==> config.mk <==
export PLATFORM = sky130hd
export DESIGN_NAME = stateful_update_atom
export DESIGN_NICKNAME = d
export VERILOG_FILES = /design/src/rtl/atom_pkg.sv /design/src/rtl/atom_pred.sv /design/src/rtl/atom_branch.sv /design/src/rtl/atom_select.sv /design/src/rtl/stateful_update_atom.sv
export SDC_FILE = /design/constraint.sdc
export NUM_CORES = 1
export LEC_CHECK = 0
export CAP_MARGIN = 20
export CORE_AREA = 5 5 185 232
export CTS_CLUSTER_DIAMETER = 200
export DETAILED_ROUTE_END_ITERATION = 10
export DIE_AREA = 0 0 190 237
export PLACE_DENSITY = 0.9
export SYNTH_ARGS = -nofsm -noshare
export SYNTH_HDL_FRONTEND = slang
export SYNTH_SLANG_ARGS = --single-unit
==> constraint.sdc <==
create_clock -name clk -period 20.9 [get_ports clk]
set_clock_uncertainty 0.1 [all_clocks]
set_input_delay 4.18 -clock clk [delete_from_list [all_inputs] [get_ports clk]]
set_output_delay 4.18 -clock clk [all_outputs]
set_load 0.005 [all_outputs]
==> src/rtl/atom_pkg.sv <==
package atom_pkg;
  localparam int SEL_W  = 2;
  localparam int REL_W  = 3;
  localparam int MODE_W = 3;
  localparam int N_BR   = 4;
  localparam int N_PR   = 3;

  typedef enum logic [MODE_W-1:0] {
    MODE_RW     = 3'd0,
    MODE_RAW    = 3'd1,
    MODE_PRED   = 3'd2,
    MODE_IFELSE = 3'd3,
    MODE_SUB    = 3'd4,
    MODE_NEST   = 3'd5
  } atom_mode_e;

  typedef enum logic [REL_W-1:0] {
    REL_EQ = 3'd0,
    REL_NE = 3'd1,
    REL_LT = 3'd2,
    REL_GT = 3'd3,
    REL_LE = 3'd4,
    REL_GE = 3'd5
  } atom_rel_e;

  typedef enum logic [SEL_W-1:0] {
    OPD_PKT_A = 2'd0,
    OPD_PKT_B = 2'd1,
    OPD_CONST = 2'd2
  } atom_opd_e;
endpackage

==> src/rtl/atom_pred.sv <==
module atom_pred
  import atom_pkg::*;
#(
  parameter int DATA_W = 32
) (
  input  logic [DATA_W-1:0] state,
  input  logic [DATA_W-1:0] pkt_a,
  input  logic [DATA_W-1:0] pkt_b,
  input  logic              use_state,
  input  logic [SEL_W-1:0]  lsel,
  input  logic [SEL_W-1:0]  rsel,
  input  logic [REL_W-1:0]  op,
  input  logic [DATA_W-1:0] kval,
  output logic              hit
);
  function automatic logic [DATA_W-1:0] pick(input logic [SEL_W-1:0] s,
                                             input logic [DATA_W-1:0] a,
                                             input logic [DATA_W-1:0] b,
                                             input logic [DATA_W-1:0] k);
    case (s)
      OPD_PKT_A: pick = a;
      OPD_PKT_B: pick = b;
      default:   pick = k;
    endcase
  endfunction

  function automatic logic compare(input logic [REL_W-1:0] code,
                                   input logic [DATA_W-1:0] l,
                                   input logic [DATA_W-1:0] r);
    case (code)
      REL_EQ:  compare = (l == r);
      REL_NE:  compare = (l != r);
      REL_LT:  compare = (l <  r);
      REL_GT:  compare = (l >  r);
      REL_LE:  compare = (l <= r);
      REL_GE:  compare = (l >= r);
      default: compare = 1'b0;
    endcase
  endfunction

  logic [DATA_W-1:0] lhs;
  logic [DATA_W-1:0] rhs;

  assign lhs = (use_state ? state : '0) + pick(lsel, pkt_a, pkt_b, kval);
  assign rhs = pick(rsel, pkt_a, pkt_b, kval);
  assign hit = compare(op, lhs, rhs);
endmodule

==> src/rtl/atom_branch.sv <==
module atom_branch
  import atom_pkg::*;
#(
  parameter int DATA_W = 32
) (
  input  logic [DATA_W-1:0] state,
  input  logic [DATA_W-1:0] pkt_a,
  input  logic [DATA_W-1:0] pkt_b,
  input  logic              use_state,
  input  logic [SEL_W-1:0]  sel,
  input  logic              sub_req,
  input  logic              sub_ok,
  input  logic [DATA_W-1:0] kval,
  output logic [DATA_W-1:0] value
);
  function automatic logic [DATA_W-1:0] combine(input logic [DATA_W-1:0] x,
                                                input logic [DATA_W-1:0] y,
                                                input logic              minus);
    combine = minus ? (x - y) : (x + y);
  endfunction

  logic [DATA_W-1:0] first_term;
  logic [DATA_W-1:0] second_term;

  assign first_term = use_state ? state : '0;

  always_comb begin
    case (sel)
      OPD_PKT_A: second_term = pkt_a;
      OPD_PKT_B: second_term = pkt_b;
      default:   second_term = kval;
    endcase
  end

  assign value = combine(first_term, second_term, sub_req & sub_ok);
endmodule

==> src/rtl/atom_select.sv <==
module atom_select
  import atom_pkg::*;
#(
  parameter int DATA_W = 32
) (
  input  logic                   clk,
  input  logic                   rst_n,
  input  logic                   in_valid,
  input  logic [MODE_W-1:0]      mode,
  input  logic                   rw_read,
  input  logic [N_PR-1:0]        pred,
  input  logic [N_BR*DATA_W-1:0] br_val,
  output logic [N_BR-1:0]        br_hot,
  output logic                   upd_en,
  output logic [DATA_W-1:0]      next_val
);
  always_comb begin
    case (mode)
      MODE_RW:     br_hot = rw_read ? 4'b0000 : 4'b0001;
      MODE_RAW:    br_hot = 4'b0001;
      MODE_PRED:   br_hot = pred[0] ? 4'b0001 : 4'b0000;
      MODE_IFELSE,
      MODE_SUB:    br_hot = pred[0] ? 4'b0001 : 4'b0010;
      MODE_NEST:   br_hot = pred[0] ? (pred[1] ? 4'b0001 : 4'b0010)
                                    : (pred[2] ? 4'b0100 : 4'b1000);
      default:     br_hot = 4'b0000;
    endcase
  end

  assign upd_en = in_valid & (|br_hot);

  always_comb begin
    next_val = '0;
    for (int i = 0; i < N_BR; i++) begin
      if (br_hot[i]) next_val = next_val | br_val[i*DATA_W +: DATA_W];
    end
  end

  AST_ONE_BRANCH: assert property (@(posedge clk) disable iff (!rst_n)
    $onehot0(br_hot));
  AST_SHALLOW_BRANCH: assert property (@(posedge clk) disable iff (!rst_n)
    (mode != MODE_NEST) |-> (br_hot[3:2] == 2'b00));
  AST_IDLE_NO_UPDATE: assert property (@(posedge clk) disable iff (!rst_n)
    !in_valid |-> !upd_en);
endmodule

==> src/rtl/stateful_update_atom.sv <==
module stateful_update_atom
  import atom_pkg::*;
#(
  parameter int                DATA_W     = 32,
  parameter logic [DATA_W-1:0] INIT_STATE = '0
) (
  input  logic                     clk,
  input  logic                     rst_n,
  input  logic                     in_valid,
  input  logic [DATA_W-1:0]        pkt_a,
  input  logic [DATA_W-1:0]        pkt_b,
  input  logic [MODE_W-1:0]        cfg_mode,
  input  logic [N_PR-1:0]          cfg_pr_use_state,
  input  logic [N_PR*SEL_W-1:0]    cfg_pr_lsel,
  input  logic [N_PR*SEL_W-1:0]    cfg_pr_rsel,
  input  logic [N_PR*REL_W-1:0]    cfg_pr_op,
  input  logic [N_PR*DATA_W-1:0]   cfg_pr_const,
  input  logic [N_BR-1:0]          cfg_br_use_state,
  input  logic [N_BR*SEL_W-1:0]    cfg_br_sel,
  input  logic [N_BR-1:0]          cfg_br_sub,
  input  logic [N_BR*DATA_W-1:0]   cfg_br_const,
  output logic [DATA_W-1:0]        old_state
);
  logic [DATA_W-1:0]      state_q;
  logic [N_PR-1:0]        pred_hit;
  logic [N_BR*DATA_W-1:0] br_val;
  logic [N_BR-1:0]        br_hot;
  logic                   upd_en;
  logic [DATA_W-1:0]      next_val;
  logic                   sub_ok;

  assign sub_ok = (cfg_mode == MODE_SUB) || (cfg_mode == MODE_NEST);

  for (genvar p = 0; p < N_PR; p++) begin : g_pred
    atom_pred #(.DATA_W(DATA_W)) pred_i (
      .state     (state_q),
      .pkt_a     (pkt_a),
      .pkt_b     (pkt_b),
      .use_state (cfg_pr_use_state[p]),
      .lsel      (cfg_pr_lsel[p*SEL_W +: SEL_W]),
      .rsel      (cfg_pr_rsel[p*SEL_W +: SEL_W]),
      .op        (cfg_pr_op[p*REL_W +: REL_W]),
      .kval      (cfg_pr_const[p*DATA_W +: DATA_W]),
      .hit       (pred_hit[p])
    );
  end

  for (genvar b = 0; b < N_BR; b++) begin : g_branch
    atom_branch #(.DATA_W(DATA_W)) branch_i (
      .state     (state_q),
      .pkt_a     (pkt_a),
      .pkt_b     (pkt_b),
      .use_state (cfg_br_use_state[b]),
      .sel       (cfg_br_sel[b*SEL_W +: SEL_W]),
      .sub_req   (cfg_br_sub[b]),
      .sub_ok    (sub_ok),
      .kval      (cfg_br_const[b*DATA_W +: DATA_W]),
      .value     (br_val[b*DATA_W +: DATA_W])
    );
  end

  atom_select #(.DATA_W(DATA_W)) select_i (
    .clk      (clk),
    .rst_n    (rst_n),
    .in_valid (in_valid),
    .mode     (cfg_mode),
    .rw_read  (cfg_br_use_state[0]),
    .pred     (pred_hit),
    .br_val   (br_val),
    .br_hot   (br_hot),
    .upd_en   (upd_en),
    .next_val (next_val)
  );

  always_ff @(posedge clk) begin
    if (!rst_n)      state_q <= INIT_STATE;
    else if (upd_en) state_q <= next_val;
  end

  assign old_state = state_q;

  AST_IDLE_HOLD: assert property (@(posedge clk) disable iff (!rst_n)
    !in_valid |=> $stable(old_state));
  AST_COMMIT_NEXT: assert property (@(posedge clk) disable iff (!rst_n)
    upd_en |=> (old_state == $past(next_val)));
  AST_FALSE_GUARD_HOLD: assert property (@(posedge clk) disable iff (!rst_n)
    (in_valid && cfg_mode == MODE_PRED && !pred_hit[0]) |=> $stable(old_state));
  AST_ACCUM_ALWAYS: assert property (@(posedge clk) disable iff (!rst_n)
    (in_valid && cfg_mode == MODE_RAW) |-> upd_en);
  AST_RESERVED_MODE: assert property (@(posedge clk) disable iff (!rst_n)
    (cfg_mode > MODE_NEST) |-> !upd_en);
  AST_READ_ONLY: assert property (@(posedge clk) disable iff (!rst_n)
    (cfg_mode == MODE_RW && cfg_br_use_state[0]) |=> $stable(old_state));
endmodule

# After elaboration in Yosys (flattened, before gate mapping)
# Index checks and enable logic that the tools add are counted.
# totals
reg_bits	32
input_bits	334
# op_classes
n_lt_le_gt_ge	12
bitwise	8
n_reduce_logical	17
n_addsub	11
muxes	35
n_eq_ne	36
# ops
cell	n
one-hot mux 32 bit (2 select lines)	10
two-way mux 32 bit	15
adder 32 bit	7
subtractor 32 bit	4
== test 32 bit	3
>= comparator 32 bit	3
greater-than comparator 32 bit	3
less-or-equal comparator 32 bit	3
< comparator 32 bit	3
inequality test 32 bit	3
bitwise OR 32 bit	3
== test 3 x 2 -> 1 bit (second input constant)	8
== test 3 bit (second input constant)	8
== test 2 x 1 -> 1 bit (second input constant)	10
zero test 2 bit	10
one-hot mux 4 bit (5 select lines)	1
one-hot mux 1 bit (6 select lines)	3
== test 3 x 1 -> 1 bit (second input constant)	4
zero test 3 bit	4
two-way mux 4 bit	2
bitwise AND 1 bit	5
two-way mux 2 bit	2
OR reduction 4 bit	1
two-way mux 1 bit	2
other kinds (2)	2

# Depth between registers and ports, before layout
# depth
ltp_word	15
mapped_depth	32

# Hierarchy
# A second synthesis with hierarchy kept.
# unflattened
hier_cells	3618
area_unflattened_um2	26118.8
# modules_own_cells
mod	n_inst	cells_each	area_each_um2	seq_area_each_um2
atom_branch (g_branch[0].branch_i ...)	3	430	3051.7	0.0
atom_pred (g_pred[1].pred_i)	1	595	4035.1	0.0
atom_pred (g_pred[2].pred_i)	1	553	3865.0	0.0
atom_pred (g_pred[0].pred_i)	1	537	3753.6	0.0
atom_branch (g_branch[1].branch_i)	1	444	3263.1	0.0
stateful_update_atom	1	104	1249.9	640.6
atom_select	1	95	797.0	0.0

# Worst setup path after synthesis
# Ideal clock, no wire load.
# synth_path
path_kind	in2reg
from	in cfg_pr_lsel[0]
to	reg state_q[17], in the netlist old_state[17]
arrival_ns	10.516
setup_slack_ns	10.152
cell_stages	29
path_cell_list	clkbuf_1 -> clkbuf_1 -> mux2i_1 -> o21ai_0 -> ha_1 -> a41o_1 -> a221oi_1 -> o21ai_0 -> a31oi_1 -> o22ai_1 -> o41ai_1 -> o31a_1 -> o21ai_1 -> o21a_1 -> nor2_1 -> xnor2_1 -> ha_1 -> nand4_1 -> nor3_1 -> a221oi_1 -> nand3_1 -> or3_1 -> a311oi_1 -> and2_1 -> mux2_1 -> a22o_1 -> buf_2 -> a221oi_1 -> a31oi_1
# synth_via
elab_chain_cells	14
elab_cells_between_ends	24
classes_between	1 x add/sub; 4 x order compare; 3 x eq/ne; 10 x mux; 4 x bitwise; 2 x reduce/logical
# synth_lines
item	line	source
from (decl)	stateful_update_atom.sv:14	input logic [N_PR*SEL_W-1:0] cfg_pr_lsel,
== test 2 x 1 -> 1 bit or zero test 2 bit (tied branches)	atom_pred.sv:20	case (s)
one-hot mux 32 bit (2 select lines) (*)	atom_pred.sv:20	
adder 32 bit (*)	atom_pred.sv:44	assign lhs = (use_state ? state : '0) + pick(lsel, pkt_a, pkt_b, kval);
>= comparator 32 bit (tied with other cells)	atom_pred.sv:36	REL_GE: compare = (l >= r);
one-hot mux 1 bit (6 select lines) (*)	atom_pred.sv:30	case (code)
two-way mux 4 bit (tied with other cells)	atom_select.sv:24	MODE_NEST: br_hot = pred[0] ? (pred[1] ? 4'b0001 : 4'b0010)
one-hot mux 4 bit (5 select lines) (*)	atom_select.sv:18	case (mode)
two-way mux 32 bit	atom_select.sv:35	if (br_hot[i]) next_val = next_val | br_val[i*DATA_W +: DATA_W];
bitwise OR 32 bit	atom_select.sv:35	
two-way mux 32 bit	atom_select.sv:35	
bitwise OR 32 bit	atom_select.sv:35	
two-way mux 32 bit	atom_select.sv:35	
bitwise OR 32 bit	atom_select.sv:35	
two-way mux 32 bit	atom_select.sv:35	
to (signal assigned)	stateful_update_atom.sv:77	else if (upd_en) state_q <= next_val;
to (decl)	stateful_update_atom.sv:24	logic [DATA_W-1:0] state_q;
# Every way passes the cells marked *; elsewhere a longest branch is shown, timed or not.
# A chain may end at the register's enable or synchronous reset.

# Worst setup path in the final report
# layout_path
from	in pkt_b[1]
to	reg state_q[17], in the netlist old_state[17]
# layout_via
elab_chain_cells	14
elab_cells_between_ends	61
classes_between	11 x add/sub; 12 x order compare; 6 x eq/ne; 27 x mux; 4 x bitwise; 1 x reduce/logical
# layout_lines
item	line	source
from (decl)	stateful_update_atom.sv:11	input logic [DATA_W-1:0] pkt_b,
one-hot mux 32 bit (2 select lines)	atom_pred.sv:20	
adder 32 bit	atom_pred.sv:44	
>= comparator 32 bit (tied with other cells)	atom_pred.sv:36	
one-hot mux 1 bit (6 select lines)	atom_pred.sv:30	
two-way mux 2 bit	atom_select.sv:24	
two-way mux 4 bit	atom_select.sv:24	
one-hot mux 4 bit (5 select lines)	atom_select.sv:18	
two-way mux 32 bit	atom_select.sv:35	
bitwise OR 32 bit	atom_select.sv:35	
two-way mux 32 bit	atom_select.sv:35	
bitwise OR 32 bit	atom_select.sv:35	
two-way mux 32 bit	atom_select.sv:35	
bitwise OR 32 bit	atom_select.sv:35	
two-way mux 32 bit	atom_select.sv:35	
# Parallel ways exist; a longest one is shown, timed or not.

==> impl_results.md <==
* Die ar. at 45000 um2
* DRC viols at 0
* Number of buffers added on ports at 365
* Hold path cells at 3
* PD cells at 38.3 nW/um2
* Maximum VDD drop at 25.7 uV
* Fin. Hold Viols at 0
* Post-synth ARST share at 0
* Critical Path Fanout Max at 31
* R2R Path End: old_state[17]
* H-Tree Depth at 2
* Antenna violations before repair at 12
* Initial DRC Count at 2873
* Final Setup Violations at 0
* Grt total ovfl at 0
* Area growth syn-to-layout at 14.7%
* Min setup slack post-route at 8.45 ns
* 1st-pass router iterations at 5
* Worst Setup SP: pkt_b[1]
* RSZ-0062 raised after global routing: no
* Final HPWL DP at 76900 um
* Part of the cycle the worst path needs at 0.596
* Cell Rows at 83
* R2r startpoint: old_state[1]
* Final instance area at 28800 um2
* Worst Reg2Reg Path Length in Cells at 25
* CTS tree: built
* Clock latency on the worst-skew pair at 0.29 ns
* CP Capture Type: flip-flop
* Fin Setup TNS at 0 ns
* Outcome: finished, final reports clean
* Hold Path Sink: old_state[5]
* GRT Total Usage at 0.395
* Crit-path leading delay family: compound AO/OA/AOI/OAI gates
* Die Height at 237 um
* Tmin final at 12.45 ns
* Die Width at 190 um
* Synthesized instance count at 3678
* Worst-Margin Slew at 1.25 ns
* Critical path depth at 26
* Total CTS buffers at 5
* Vias at 29.0k
* Gpl congestion at 1.02
* Clk buf depth at 2
* Worst EP required at 21.02 ns
* Ratio of cells with drive above 1 in the final layout at 0.0307
* Top_reg_cell synth: dfxtp_1
* Io pins at 366
* Initial Util at 0.619
* Mapped Nets at 4336
* CTS sink count at 32
* HP Start: old_state[5]
* Slowest stage delay, CP at 0.87 ns
* Slew HR at 0.165
* Vias in the first global route at 27.7k
* First-pass GRT wire length at 145000 um
* DRT antenna net count at 0
* Worst-path clk slew at 0.06 ns
* Pre-CTS WS at 8.38 ns
* Worst setup SP type: input port
* Largest net degree at the start of global routing at 65
* DP Area at 28600 um2
* CTS root buffer: clkbuf_16
* Core area at 40600 um2
* Post-layout net count at 4502
* Lkg Pwr at 13.3 nW
* Post-Route WL at 95300 um
* Synthesized area at 25100 um2
* Synth cell types at 90
* Worst hold path class: flip-flop to flip-flop
* Cts hold-fix bufs at 0
* Final Max Slew Viols at 0
* Post-Route Hold Slack at 0.648 ns
* Mapped Avg Cell Area at 6.83 um2
* R2r setup slk at 12.51 ns
* Number of flip-flops in the largest register at 32
* F_max at 80.3 MHz
* Number of synthesized register bits at 32
* Critical path's slowest cell: o41ai_1
* Vias per cell at 6.57
* Wire per inst at 21.6 um
* Post-CTS Setup Repair Bufs at 0
* Synth warnings at 0
* Crit Path Class: input port to flip-flop
* Arr. time, crit path at 12.57 ns
* CP most frequent cell: a31oi_1
* Max-Cap Viols at 0
* Post-cts resize count at 0
* Power, Total at 0.00111 W
* Post-synth EDFFs at 0
* Sequential area share after synthesis at 0.0255
* CP bufs+invs at 2
* # fillers at 3544
[metal layers]
metal  vias up  global-route usage  wire length (um)
met5         -                   0                26
met4         4               0.236              6280
met3       372              0.0454             10100
met2      1697               0.656             43200
met1     13200               0.488             35700
li1      13600                   -                 -
[synthesized netlist by cell type, types with 18 or more instances]
cell | number | area (um2)
nand3_1 | 58 | 290
a21o_1 | 100 | 751
a221oi_1 | 20 | 175
buf_1 | 29 | 109
and3_1 | 35 | 219
mux2_2 | 24 | 270
o21a_1 | 31 | 233
inv_1 | 98 | 368
a21oi_1 | 424 | 2120
nor2_1 | 327 | 1230
o21bai_1 | 26 | 195
mux2i_1 | 326 | 3260
nand2_1 | 317 | 1190
and2_1 | 237 | 1480
a31oi_1 | 54 | 338
nand4_1 | 37 | 231
mux2_1 | 18 | 203
buf_2 | 24 | 120
nor3_1 | 40 | 200
clkbuf_1 | 172 | 646
a211oi_1 | 32 | 240
o21ai_0 | 303 | 1520
ha_1 | 317 | 3970
dfxtp_1 | 32 | 641
xnor2_1 | 195 | 1710
xor2_1 | 114 | 998
nand2b_1 | 19 | 119
nor2b_1 | 29 | 181
[area by class of cell]
class                   count  area [um2]  area share
diodes                     10        25.0    0.000868
clock buffers               7         153     0.00529
inverters                  99         372      0.0129
flip-flops and latches     32         641      0.0222
repair buffers            390        3760       0.130
well taps                 552         691      0.0240
multi-input cells        3316       23200       0.804
[worst max path at each step]
stage                     to  slack [ns]
6_report       old_state[17]        8.45
5_1_grt        old_state[17]        7.96
4_1_cts        old_state[17]        8.67
3_5_place_dp   old_state[17]        8.38
3_3_place_gp   old_state[30]        8.55
2_1_floorplan  old_state[17]       10.15
[worst min-delay path, delay by kind of cell (launching register included)]
family / cells / cell delay, ns
AO/OA/AOI/OAI: 2 / 0.21
flip-flops: 1 / 0.30
buffers and inverters: 1 / 0.18
[layout by cell type (no fill, tap or decap), drive strengths merged, types with 20 or more instances in the layout]
| cell | count |
|---|---|
| clkdlybuf4s50 | 345 |
| xnor2 | 196 |
| nor2 | 328 |
| a31oi | 54 |
| xor2 | 114 |
| buf | 45 |
| mux2 | 47 |
| nand2 | 317 |
| a21o | 100 |
| nor2b | 29 |
| dfxtp | 32 |
| inv | 99 |
| o21ai | 316 |
| nor3 | 40 |
| nand4 | 38 |
| and3 | 35 |
| a221oi | 20 |
| a211oi | 32 |
| mux2i | 331 |
| nand3 | 58 |
| and2 | 237 |
| a21oi | 424 |
| ha | 317 |
| o21bai | 26 |
| o21a | 31 |
[power by group]
group          total (W)  switching (W)  internal, W
Clock          0.0000816      0.0000315    0.0000501
Sequential     0.0000952      0.0000273    0.0000679
Combinational   0.000929       0.000523     0.000405
[per-stage QoR]
| stage | instances | util |
|---|---|---|
| after floorplan | 3678 | - |
| after global placement | 4388 | 0.705 |
| after detailed placement | 4388 | 0.705 |
| after CTS | 4395 | 0.709 |
| after global routing | 4406 | 0.710 |
| final | 4406 | 0.710 |
[kinds of logic after synthesis]
kind of cell / after synthesis / synth area share
muxes: 378 / 0.155
buffers and inverters: 330 / 0.0521
xor gates and xnor gates: 310 / 0.108
AOI/OAI and AO/OA: 1150 / 0.275
and+or+nand+nor: 1154 / 0.221
DFF: 32 / 0.0255
adders and majority gates: 324 / 0.163
Power figures use the tool's default switching activity.
